===== src/rtl/lpwait_pkg.sv =====
package lpwait_pkg;

    typedef enum logic [1:0] {
        MODE_RUN   = 2'd0,
        MODE_LIGHT = 2'd1,
        MODE_DEEP  = 2'd2
    } wmode_e;

    typedef struct packed {
        logic hold;
        logic key;
        logic tick;
        logic port;
    } wake_src_t;

    typedef struct packed {
        logic cpu;
        logic disp;
        logic seg_pass;
        logic pll_allow;
    } gate_t;

    function automatic gate_t gate_for(wmode_e m);
        gate_t g;
        g.cpu       = (m == MODE_RUN);
        g.disp      = (m != MODE_DEEP);
        g.seg_pass  = (m != MODE_DEEP);
        g.pll_allow = (m != MODE_DEEP);
        return g;
    endfunction

    function automatic wmode_e mode_from_operand(logic deep);
        return deep ? MODE_DEEP : MODE_LIGHT;
    endfunction

endpackage


===== src/rtl/lpwait_sync.sv =====
module lpwait_sync #(
    parameter int WIDTH  = 1,
    parameter int STAGES = 2
) (
    input  logic             clk,
    input  logic             rst,
    input  logic [WIDTH-1:0] d,
    output logic [WIDTH-1:0] q
);
    logic [WIDTH-1:0] chain [STAGES];

    generate
        for (genvar s = 0; s < STAGES; s++) begin : g_stage
            if (s == 0) begin : g_first
                always_ff @(posedge clk) begin
                    if (rst) chain[s] <= '0;
                    else     chain[s] <= d;
                end
            end else begin : g_next
                always_ff @(posedge clk) begin
                    if (rst) chain[s] <= '0;
                    else     chain[s] <= chain[s-1];
                end
            end
        end
    endgenerate

    assign q = chain[STAGES-1];
endmodule


===== src/rtl/lpwait_wake.sv =====
module lpwait_wake
    import lpwait_pkg::*;
#(
    parameter int NUM_KEYS  = 4,
    parameter int NUM_PORTS = 4
) (
    input  logic                 clk,
    input  logic                 rst,
    input  wmode_e               mode,
    input  logic                 capture,
    input  logic                 hold_s,
    input  logic [NUM_KEYS-1:0]  key_s,
    input  logic                 key_wake_en,
    input  logic                 tick_flag,
    input  logic [NUM_PORTS-1:0] port_s,
    input  logic [NUM_PORTS-1:0] port_dir_in,
    output wake_src_t            src,
    output logic                 hit
);
    logic                 hold_ref;
    logic [NUM_PORTS-1:0] port_ref;
    logic [NUM_PORTS-1:0] port_diff;
    logic                 halted;

    always_ff @(posedge clk) begin
        if (rst) begin
            hold_ref <= 1'b0;
            port_ref <= '0;
        end else if (capture) begin
            hold_ref <= hold_s;
            port_ref <= port_s;
        end
    end

    generate
        for (genvar i = 0; i < NUM_PORTS; i++) begin : g_port
            assign port_diff[i] = (port_s[i] ^ port_ref[i]) & port_dir_in[i];
        end
    endgenerate

    assign halted = (mode != MODE_RUN);

    always_comb begin
        src.hold = halted && (hold_s != hold_ref);
        src.key  = halted && key_wake_en && (|key_s);
        src.tick = (mode == MODE_LIGHT) && tick_flag;
        src.port = halted && (|port_diff);
        hit      = |src;
    end

    // the timer flag never counts as a wake source in deep wait
    a_r6_tick_not_deep: assert property (@(posedge clk) disable iff (rst)
        (mode == MODE_DEEP) |-> !src.tick);
    // a pin marked as output never contributes a port wake
    a_r7_port_dir_mask: assert property (@(posedge clk) disable iff (rst)
        (port_dir_in == '0) |-> !src.port);
endmodule


===== src/rtl/lpwait_fsm.sv =====
module lpwait_fsm
    import lpwait_pkg::*;
(
    input  logic   clk,
    input  logic   rst,
    input  logic   wait_go,
    input  logic   wait_deep,
    input  logic   wake_hit,
    output wmode_e mode,
    output logic   capture,
    output logic   resume
);
    wmode_e mode_q;

    assign capture = wait_go;

    always_ff @(posedge clk) begin
        if (rst) begin
            mode_q <= MODE_RUN;
            resume <= 1'b0;
        end else if (wait_go) begin
            mode_q <= mode_from_operand(wait_deep);
            resume <= 1'b0;
        end else if (mode_q != MODE_RUN && wake_hit) begin
            mode_q <= MODE_RUN;
            resume <= 1'b1;
        end else begin
            resume <= 1'b0;
        end
    end

    assign mode = mode_q;

    // resume is a single-cycle pulse
    a_r9_pulse_one: assert property (@(posedge clk) disable iff (rst)
        resume |=> !resume);
    // the core is running again while resume is high
    a_r9_run_on_resume: assert property (@(posedge clk) disable iff (rst)
        resume |-> (mode_q == MODE_RUN));
    // a strobe always lands in a halt state
    a_r10_entry_wins: assert property (@(posedge clk) disable iff (rst)
        wait_go |=> (mode_q != MODE_RUN));
endmodule


===== src/rtl/lpwait_ctrl.sv =====
module lpwait_ctrl
    import lpwait_pkg::*;
#(
    parameter int NUM_KEYS    = 4,
    parameter int NUM_PORTS   = 4,
    parameter int NUM_SEGS    = 8,
    parameter int SYNC_STAGES = 2
) (
    input  logic                 clk,
    input  logic                 rst,
    input  logic                 wait_go,
    input  logic                 wait_deep,
    input  logic                 hold_pin,
    input  logic [NUM_KEYS-1:0]  key_pins,
    input  logic                 key_wake_en,
    input  logic                 tick_flag,
    input  logic [NUM_PORTS-1:0] port_pins,
    input  logic [NUM_PORTS-1:0] port_dir_in,
    input  logic                 pll_sw_on,
    input  logic [NUM_SEGS-1:0]  seg_data,
    output logic                 cpu_clk_en,
    output logic                 disp_clk_en,
    output logic                 pll_en,
    output logic [NUM_SEGS-1:0]  seg_out,
    output logic                 resume
);
    localparam int SYNC_W = 1 + NUM_KEYS + NUM_PORTS;

    logic [SYNC_W-1:0]    raw_bus, sync_bus;
    logic                 hold_s;
    logic [NUM_KEYS-1:0]  key_s;
    logic [NUM_PORTS-1:0] port_s;
    wmode_e               mode;
    wake_src_t            src;
    logic                 hit, capture;
    gate_t                gate;

    assign raw_bus = {hold_pin, key_pins, port_pins};

    lpwait_sync #(.WIDTH(SYNC_W), .STAGES(SYNC_STAGES)) u_sync (
        .clk(clk), .rst(rst), .d(raw_bus), .q(sync_bus)
    );

    assign {hold_s, key_s, port_s} = sync_bus;

    lpwait_wake #(.NUM_KEYS(NUM_KEYS), .NUM_PORTS(NUM_PORTS)) u_wake (
        .clk(clk), .rst(rst), .mode(mode), .capture(capture),
        .hold_s(hold_s), .key_s(key_s), .key_wake_en(key_wake_en),
        .tick_flag(tick_flag), .port_s(port_s), .port_dir_in(port_dir_in),
        .src(src), .hit(hit)
    );

    lpwait_fsm u_fsm (
        .clk(clk), .rst(rst), .wait_go(wait_go), .wait_deep(wait_deep),
        .wake_hit(hit), .mode(mode), .capture(capture), .resume(resume)
    );

    always_comb begin
        gate        = gate_for(mode);
        cpu_clk_en  = gate.cpu;
        disp_clk_en = gate.disp;
        pll_en      = pll_sw_on && gate.pll_allow;
        seg_out     = gate.seg_pass ? seg_data : '0;
    end

    // with display stopped, segments are low and the PLL is off
    a_r3_deep_outputs: assert property (@(posedge clk) disable iff (rst)
        (!disp_clk_en) |-> (seg_out == '0 && !pll_en && !cpu_clk_en));
    // light wait leaves segments and PLL under normal control
    a_r2_light_passthru: assert property (@(posedge clk) disable iff (rst)
        (!cpu_clk_en && disp_clk_en) |-> (seg_out == seg_data && pll_en == pll_sw_on));
    // the CPU clock stops on the cycle after any strobe
    a_r10_cpu_stops: assert property (@(posedge clk) disable iff (rst)
        wait_go |=> !cpu_clk_en);
endmodule


===== config.mk =====
export PLATFORM = sky130hd
export DESIGN_NAME = lpwait_ctrl
export DESIGN_NICKNAME = d
export VERILOG_FILES = /design/src/rtl/lpwait_pkg.sv /design/src/rtl/lpwait_sync.sv /design/src/rtl/lpwait_wake.sv /design/src/rtl/lpwait_fsm.sv /design/src/rtl/lpwait_ctrl.sv
export SDC_FILE = /design/constraint.sdc
export NUM_CORES = 1
export LEC_CHECK = 0
export BUFFER_PORTS_ARGS = -buffer_cell sky130_fd_sc_hd__buf_4
export CORE_MARGIN = 3
export CORE_UTILIZATION = 48
export DETAILED_ROUTE_END_ITERATION = 10
export GPL_ROUTABILITY_DRIVEN = 0
export PLACE_DENSITY_LB_ADDON = 0.12
export SYNTH_ARGS = -nofsm -noshare
export SYNTH_HDL_FRONTEND = slang
export SYNTH_SLANG_ARGS = --single-unit

===== constraint.sdc =====
create_clock -name clk -period 2.2 [get_ports clk]
set_clock_uncertainty 0.05 [all_clocks]
set_input_delay 0.33 -clock clk [delete_from_list [all_inputs] [get_ports clk]]
set_output_delay 0.33 -clock clk [all_outputs]
set_load 0.1 [all_outputs]

Word level (Yosys, flattened, before mapping)
Memory sizes are Yosys's and may differ from the RTL's.
Cells that the tools add are included.
Widths: inputs -> output; s select.
{"block": "op_classes", "n_mux": 10, "reduce_logical": 14, "bitwise_logic": 10, "n_eq_ne": 3}
{"operator": "$mux 9", "count": 2}
{"operator": "$reduce_or 4->1", "count": 3}
{"operator": "$mux 8", "count": 1}
{"operator": "$logic_and 1x1->1", "count": 7}
{"operator": "$mux 2", "count": 3}
{"operator": "$and 1x1->1", "count": 4}
{"operator": "$mux 1", "count": 4}
{"operator": "$reduce_bool 2->1", "count": 2}
{"operator": "$xor 1x1->1", "count": 4}
{"operator": "$eq 2x1->1 const B", "count": 1}
{"operator": "$logic_not 2->1", "count": 1}
{"operator": "$ne 2x2->1 const B", "count": 1}
{"operator": "$or 1x1->1", "count": 2}
{"operator": "$reduce_or 2->1", "count": 1}
{"operator": "$ne 1x1->1", "count": 1}
{"block": "word_totals", "out_inout_bits": 12, "mem_count": 1, "regBits": 8, "wordCells": 42, "mem_bits_rw": 18}
{"memory": "u_sync.chain", "words": 2, "width": 9, "read_ports": 2, "rd_clocked_by_memory_dff": 0, "write_ports": 2, "line_no": "lpwait_sync.sv:10", "source": "logic [WIDTH-1:0] chain [STAGES];"}

Longest topological paths before layout
Gate-level depths: netlist of run 1.
{"block": "depth", "depth_word": 8, "ltp_mapped": 4}

Hierarchy
From an unflattened synthesis of run 1, not the netlist that was laid out.
{"block": "hier_totals", "cells_unflattened": 94, "area_unflattened_um2": 1007.2}
{"module": "lpwait_sync", "seq_area_each_um2": 360.3, "area_each_um2": 489.2, "cells_per_inst": 37, "instances": 1}
{"module": "lpwait_wake", "seq_area_each_um2": 100.1, "area_each_um2": 291.5, "cells_per_inst": 33, "instances": 1}
{"module": "lpwait_fsm", "seq_area_each_um2": 60.1, "area_each_um2": 118.9, "cells_per_inst": 12, "instances": 1}
{"module": "lpwait_ctrl", "seq_area_each_um2": 0.0, "area_each_um2": 107.6, "cells_per_inst": 12, "instances": 1}

Least setup slack after synthesis of run 1
Ideal clock, no wire load.
{"block": "synth_path", "path_type": "flip-flop to output port", "from": "register u_fsm.mode_q[0], in the netlist u_fsm.mode[0]", "to": "output port pll_en", "arrival_time_ns": 2.256, "stages_incl_launch_ff": 4, "setup_slack_ns": -0.436, "path_cell_list": "dfxtp_1 nand2b_1 clkbuf_1 and2_1"}
{"block": "synth_via", "elab_chain_cells": 2}
{"item": "from (decl)", "line_no": "lpwait_fsm.sv:13", "source": "wmode_e mode_q;"}
{"item": "from (signal assigned)", "line_no": "lpwait_fsm.sv:22", "source": "mode_q <= mode_from_operand(wait_deep);"}
{"item": "$ne 2x2->1"}
{"item": "net disp_clk_en", "line_no": "lpwait_ctrl.sv:22", "source": "output logic disp_clk_en,"}
{"item": "$logic_and 1x1->1", "line_no": "lpwait_ctrl.sv:62", "source": "pll_en = pll_sw_on && gate.pll_allow;"}
{"item": "to (decl)", "line_no": "lpwait_ctrl.sv:23", "source": "output logic pll_en,"}
The timed path passes the listed nets, and every way through them passes these cells.

Worst setup path in the final report of run 1
{"block": "layout_path", "from": "register u_fsm.mode_q[0], in the netlist u_fsm.mode[0]", "to": "output port seg_out[6]"}
{"block": "layout_via", "elab_chain_cells": 2}
{"item": "$ne 2x2->1", "line_no": "lpwait_pkg.sv:27", "source": "g.seg_pass = (m != MODE_DEEP);"}
{"item": "$mux 8", "line_no": "lpwait_ctrl.sv:63", "source": "seg_out = gate.seg_pass ? seg_data : '0;"}
{"item": "to (decl)", "line_no": "lpwait_ctrl.sv:24", "source": "output logic [NUM_SEGS-1:0] seg_out,"}
No other way between the ends.

==> results of run 1 <==
==> state kept, by name, summed over array words and instances, names as in the netlist <==
signal           flops
u_fsm.resume         1
u_fsm.mode           2
u_wake.hold_ref      1
u_sync.chain        18
u_wake.port_ref      4
==> report_power, final <==
| part | total (uW) | internal [uW] | switching, uW |
|---|---|---|---|
| Combinational | 224 | 74.5 | 149 |
| Sequential | 498 | 491 | 7.54 |
| Clock | 314 | 184 | 130 |
==> how the worst max path moves through the flow <==
stage	start	cells after the start	slack [ps]	end
2_1_floorplan	u_fsm.mode[0]	3	70	pll_en
3_3_place_gp	u_sync.chain[1][5]	4	790	u_fsm.resume
3_5_place_dp	u_fsm.mode[0]	3	770	seg_out[6]
4_1_cts	u_fsm.mode[0]	3	410	seg_out[6]
5_1_grt	u_fsm.mode[0]	3	280	seg_out[6]
6_report	u_fsm.mode[0]	3	430	seg_out[6]
==> logic make-up after synthesis <==
family                    Yosys count  share of synthesized area
AOI/OAI and AO/OA                   7                     0.0582
xor gates and xnor gates            5                     0.0474
buffers and inverters               8                     0.0325
DFF                                26                      0.563
muxes                               5                     0.0541
and+or+nand+nor                    39                      0.245
==> routing by layer <==
layer | track usage | share of wire
met5 | 0 | 0
met4 | 0.0323 | 0.011
met3 | 0.0453 | 0.079
met2 | 0.306 | 0.53
met1 | 0.157 | 0.38
==> cell type report <==
cell class	instances	area (sq um)	area share
clock inverter	1	30.0	0.0234
inverter	3	11.3	0.00878
clock buffer	3	22.5	0.0176
timing repair buffer	39	293	0.228
tap	25	31.3	0.0244
multi-input combinational	56	374	0.292
sequential	26	520	0.406
==> through the flow <==
stage / worst slack (ps) / area, sq um
after floorplan: 67.7 / 926
after global placement: 794 / 1230
after detailed placement: 774 / 1230
after CTS: 410 / 1280
after global routing: 282 / 1280
final: 427 / 1280
==> cell usage in the layout, fill, tap and decap left out <==
cell       instances
buf_4             39
dfxtp_1           26
nor2b_1           18
and2_1             9
nor2_1             6
mux2i_1            5
xor2_1             5
inv_1              3
clkbuf_4           3
a21oi_1            2
nand3_1            2
nand2b_1           1
a22oi_1            1
o41a_1             1
a221oi_1           1
nor4b_1            1
o32ai_1            1
nand2_1            1
a211oi_1           1
nand4_1            1
bufinv_16          1
==> out/results.tsv, run 1 <==
metric	value	unit
crit-path max FO	10	
CTS tree	yes	
synth-to-layout area growth	38.7	%
Die H	49.9	microns
first-pass GRT wire length	3.00	mm
Hold Fails Final Rpt	0	
Synth area leaders	dfxtp_1 (56%), nor2b_1 (12%), and2_1 (6.1%)	
number of global-route vias before repair	766	
Yosys cell types	19	
slowest cell on the critical path	dfxtp_1	
Crit path arrival time	1390	ps
Ports	40	
fraction of layout cells with a size suffix above 1	0.336	
Crit. End Element	output port	
Die Wd	49.9	microns
number of cell rows	15	
All-Layer GR Usage	0.155	
critical path type	reg2out	
post-cts resize count	0	
clock root cell	clkbuf_4	
setup TNS	0	ps
DRC violations left	0	
Max Freq	564	MHz
initial core utilization	0.524	
number of synthesized flops with an enable pin	0	
Post-CTS Hold Buffers	0	
dpl cells	149	
register area share after synthesis	0.563	
largest net degree at the start of global routing	28	
relative slew slack	0.811	
RSZ-0062 raised after global routing	false	
total power	1040	uW
share of flip-flops with an asynchronous set or reset	0	
yosys synthesis warning count	0	
CTS Sinks	26	
non-filler instance count after layout	153	
routed vias	713	
CP required	1820	ps
P per Cell Area	808	mW/mm^2
Worst Hold Slack	170	ps
FF-to-FF setup slack	780	ps
most frequent cells after synthesis	dfxtp_1 (26), nor2b_1 (18), and2_1 (9)	
Hold Path Class	in2reg	
hold path depth	2	
Num CTS Buffers	3	
share of the synthesized area in the top cell type	0.563	
post-route ant nets	0	
final core occ	0.727	
Least-Margin Pin Slew	286	ps
initial DRC count	9	
ant diodes	0	
Reg2Reg Depth	4	
Worst-path clk slew	130	ps
Worst Setup Start Kind	flop	
period utilisation layout	0.806	
WL final	1.76	mm
H-Tree Depth	1	
Synth Area per Inst	10.3	sq um
core area	0.00176	sq mm
PortBufs	39	
number of vias per cell	4.66	
Max-cap violations	0	
Pleak	0.000601	uW
family with the most delay on the worst path	simple AND/OR/NAND/NOR gates	
Final nets	157	
Worst VDD drop	551	uV
status	finished, final reports clean	
commonest register cell after synthesis	dfxtp_1	
Syn Nets	118	
CP peak stage delay	370	ps
Hold Startpoint	wait_deep	
Final min period	1770	ps
CTS Buffer Depth	2	
First-pass DRT Iterations	4	
clk_lat worst skew	310	ps
worst path cell trace	nand2b_1 > and2_1 > buf_4	
post-synthesis register bit count	26	
reg-to-reg critical path startpoint	u_sync.chain[1][5]	
worst hold endpoint	u_fsm.mode[0]	
Cell Area, Synth	925	sq um
Post-Synthesis Cells	90	
top-count cell post-synth	dfxtp_1	
DIE AREA	0.00249	sq mm
Slew Limit Fails	0	
antenna violations before repair	0	
drt wl/cell	11.5	microns
Congestion Overflow GR	0	
Synth area leader	dfxtp_1	
CP bufs+invs	1	
Filler Cells Inserted	159	
post-CTS setup buffer count	0	
R2R Path End	u_fsm.resume	
Setup-failing EPs final	0	
Note: power is estimated with default switching activity, not from simulation.
==> run 2: changes to the inputs <==
CORE_UTILIZATION = 45   (was 48)
clock period = 1.8 ns   (was 2.2 ns; I/O delays follow)
==> out/results.tsv, run 2 (same netlist as run 1, synthesis figures left out) <==
metric	value	unit
clock root cell	clkbuf_4	
non-filler instance count after layout	153	
Worst VDD drop	657	uV
Crit. End Element	output port	
dpl cells	149	
critical path type	reg2out	
WL final	1.52	mm
Largest Register	u_sync.chain	
number of global-route vias before repair	621	
ant diodes	0	
relative slew slack	0.814	
Reg2Reg Depth	4	
H-Tree Depth	1	
routed vias	675	
first-pass GRT wire length	2.57	mm
Hold Path Class	in2reg	
CTS tree	yes	
Post-CTS Hold Buffers	0	
PortBufs	39	
Die H	51.3	microns
FF-to-FF setup slack	400	ps
First-pass DRT Iterations	2	
initial DRC count	4	
Num CTS Buffers	3	
most frequent cells in the layout	buf_4 (39), dfxtp_1 (26), nor2b_1 (18), and2_2 (9)	
reg-to-reg critical path startpoint	u_sync.chain[1][5]	
Pleak	0.000601	uW
Hold Fails Final Rpt	0	
initial core utilization	0.503	
antenna violations before repair	0	
period utilisation layout	0.924	
number of vias per cell	4.41	
Die Wd	51.3	microns
Crit path arrival time	1340	ps
P per Cell Area	907	mW/mm^2
Max Freq	601	MHz
number of cell rows	15	
Worst Setup Start Kind	flop	
Least-Margin Pin Slew	282	ps
CTS Buffer Depth	2	
crit-path max FO	10	
dpl cell area	0.00124	sq mm
hold path depth	2	
DRC violations left	0	
Setup-failing EPs final	0	
fin area	0.00128	sq mm
Congestion Overflow GR	0	
All-Layer GR Usage	0.128	
Final nets	157	
clk_lat worst skew	310	ps
status	finished, final reports clean	
Final HPWL DP	1.17	mm
Ports	40	
CP required	1480	ps
Hold Startpoint	wait_deep	
Worst-path clk slew	130	ps
core area	0.00184	sq mm
CTS Sinks	26	
Max-cap violations	0	
Slew Limit Fails	0	
synth-to-layout area growth	38.7	%
max reg flops	18	
R2R Path End	u_fsm.resume	
fraction of layout cells with a size suffix above 1	0.422	
commonest non-fill, non-tap cell in the layout	buf_4	
post-route ant nets	0	
Final min period	1660	ps
worst hold endpoint	u_fsm.mode[0]	
drt wl/cell	9.96	microns
RSZ-0062 raised after global routing	false	
DIE AREA	0.00263	sq mm
largest net degree at the start of global routing	28	
## run 2: cell types whose count changed in the layout (fill, tap and decap cells not counted), sizes merged
cell    before  now
bufinv       1    0
clkbuf       3    4
## run 2: worst max-delay path by stage
stage                       start      endpoint  slack, ps
2_1_floorplan       u_fsm.mode[0]        pll_en        -30
3_3_place_gp   u_sync.chain[1][5]  u_fsm.resume        430
3_5_place_dp        u_fsm.mode[0]    seg_out[3]        380
4_1_cts             u_fsm.mode[0]    seg_out[3]         20
5_1_grt             u_fsm.mode[0]    seg_out[7]         40
6_report            u_fsm.mode[0]    seg_out[3]        140
## run 2: per-layer routing
layer / part of all wire / global-route usage
met5: 0 / 0
met4: 0 / 0.0262
met3: 0.096 / 0.0466
met2: 0.45 / 0.195
met1: 0.46 / 0.173
## run 2: cell type report
class                           count  area (sq um)
Timing Repair Buffer               39           293
Sequential cell                    26           520
Clock buffer                        4          36.3
Inverter                            3          11.3
Tap cell                           25          31.3
Fill cell                         145           557
Multi-Input combinational cell     56           390
## run 2: repair_timing
action | in CTS | in global routing
gates resized for setup | 0 | 1
endpoints found under the setup margin | 0 | 9
buffers inserted | 0 | 0
## run 2: power breakdown
group,switching (uW),internal (uW),leakage (uW)
clock network,157,123,0.0000210
logic,180,94.7,0.000366
registers,9.10,600,0.000214
total,346,818,0.000601
## run 2: worst max-delay path, stage by stage (launching register included)
cell and delay [ps]:
dfxtp_1 390, nand2b_2 210, and2_2 160, buf_4 280
## run 2: metrics by stage
stage	TNS [ps]	total power (uW)	hold slack [ps]	utilization	setup slack [ps]
2_1_floorplan	-258	819	324	-	-28.7
3_3_place_gp	0	894	369	0.676	428
3_5_place_dp	0	898	373	0.676	378
4_1_cts	0	1170	102	0.696	22.5
5_1_grt	0	1210	77.6	0.697	35.8
6_report	0	1160	102	0.697	137
==> run 3: changes to the inputs <==
BUFFER_PORTS_ARGS = default   (was -buffer_cell sky130_fd_sc_hd__buf_4)
CELL_PAD_IN_SITES_DETAIL_PLACEMENT = 0   (was default)
CELL_PAD_IN_SITES_GLOBAL_PLACEMENT = 1   (was default)
CORE_UTILIZATION = 43   (was 45)
DONT_BUFFER_PORTS = 1   (was default)
PLACE_DENSITY = 0.83   (was default)
PLACE_DENSITY_LB_ADDON = default   (was 0.12)
==> out/results.tsv, run 3 (same netlist as run 1, synthesis figures left out) <==
metric	value	unit
setup TNS	0	ps
WL final	1.67	mm
crit-path max FO	10	
DRC violations left	0	
CP bufs+invs	1	
P per Cell Area	926	mW/mm^2
Worst Hold Slack	24.7	ps
dpl cell area	0.00116	sq mm
H-Tree Depth	1	
Worst-path clk slew	120	ps
clock root cell	clkbuf_4	
Setup-failing EPs final	0	
All-Layer GR Usage	0.135	
CTS tree	yes	
Setup crit start	u_fsm.mode[0]	
fraction of layout cells with a size suffix above 1	0.243	
Hold Startpoint	port_pins[3]	
routed vias	627	
post-route ant nets	0	
critical path type	reg2out	
Final HPWL DP	1.26	mm
final core occ	0.604	
CP required	1480	ps
first-pass GRT wire length	2.59	mm
Least-Margin Pin Slew	894	ps
fin area	0.00121	sq mm
post-CTS setup buffer count	0	
PortBufs	0	
number of cell rows	16	
ant diodes	0	
Pleak	0.000515	uW
CTS Buffer Depth	2	
First-pass DRT Iterations	4	
Die Wd	52.4	microns
Hold Fails Final Rpt	0	
Num CTS Buffers	3	
number of vias per cell	4.82	
FF-to-FF setup slack	350	ps
Slew Limit Fails	0	
drt wl/cell	12.8	microns
Worst VDD drop	424	uV
Largest Register	u_sync.chain	
period utilisation layout	0.930	
Max Freq	598	MHz
most frequent cells in the layout	dfxtp_1 (26), nor2b_1 (18), and2_2 (9), buf_12 (9)	
CTS Sinks	26	
largest net degree at the start of global routing	27	
CP peak stage delay	380	ps
status	finished, final reports clean	
antenna violations before repair	0	
worst path cell trace	nand2b_1 > and2_2 > buf_12	
Crit. End Element	output port	
Die H	52.4	microns
commonest non-fill, non-tap cell in the layout	dfxtp_1	
max reg flops	18	
Worst Setup Start Kind	flop	
slowest cell on the critical path	dfxtp_1	
clk_lat worst skew	310	ps
relative slew slack	0.402	
Crit path arrival time	1350	ps
Congestion Overflow GR	0	
core area	0.00200	sq mm
Max-cap violations	0	
reg-to-reg critical path startpoint	u_sync.chain[1][5]	
synth-to-layout area growth	30.7	%
number of global-route vias before repair	588	
DIE AREA	0.00274	sq mm
total power	1120	uW
family with the most delay on the worst path	simple AND/OR/NAND/NOR gates	
Hold Path Class	in2reg	
initial core utilization	0.462	
Final nets	133	
RSZ-0062 raised after global routing	false	
initial DRC count	4	
Ports	40	
Final min period	1670	ps
run 3: cell types whose count changed in the layout (fill, tap and decap cells not counted):
cell,change
buf_12,+9
buf_4,-36
clkbuf_8,-1
dlygate4sd3_1,+3
nand2b_1,+1
nand2b_2,-1
run 3: worst paths after layout:
path	to	cells past startpoint
worst min register to register	u_sync.chain[1][5]	1
worst min-delay path	u_sync.chain[0][3]	1
worst max register to register	u_fsm.resume	4
worst max-delay path	seg_out[6]	3
run 3: area by class of cell:
class	count	area (sq um)
Fill cell	181	793
Sequential cell	26	520
Multi-Input combinational cell	56	388
Timing Repair Buffer	15	233
Tap cell	27	33.8
Clock buffer	3	22.5
Inverter	3	11.3
run 3: where the power goes:
part | leakage, uW | internal [uW] | switching (uW)
clock network | 0.0000138 | 78.3 | 152
registers | 0.000214 | 600 | 9.46
logic | 0.000287 | 99.7 | 180
run 3: metrics by stage:
stage / std cells / worst slack [ps]
6_report: 130 / 127
5_1_grt: 130 / 5.71
4_1_cts: 130 / 105
3_5_place_dp: 124 / 403
3_3_place_gp: 124 / 431
2_1_floorplan: 90 / -28.7
run 3: metal layers:
metal | global-route usage | up-vias | routed length, microns
met4 | 0.106 | 0 | 48
met5 | 0 | - | 0
li1 | - | 316 | -
met3 | 0.0484 | 5 | 194
met1 | 0.158 | 272 | 693
met2 | 0.198 | 34 | 731
run 3: timing repair:
action                    CTS  global route
hold endpoints to repair   26             0
hold buffers                3             0
resized for setup           0             0
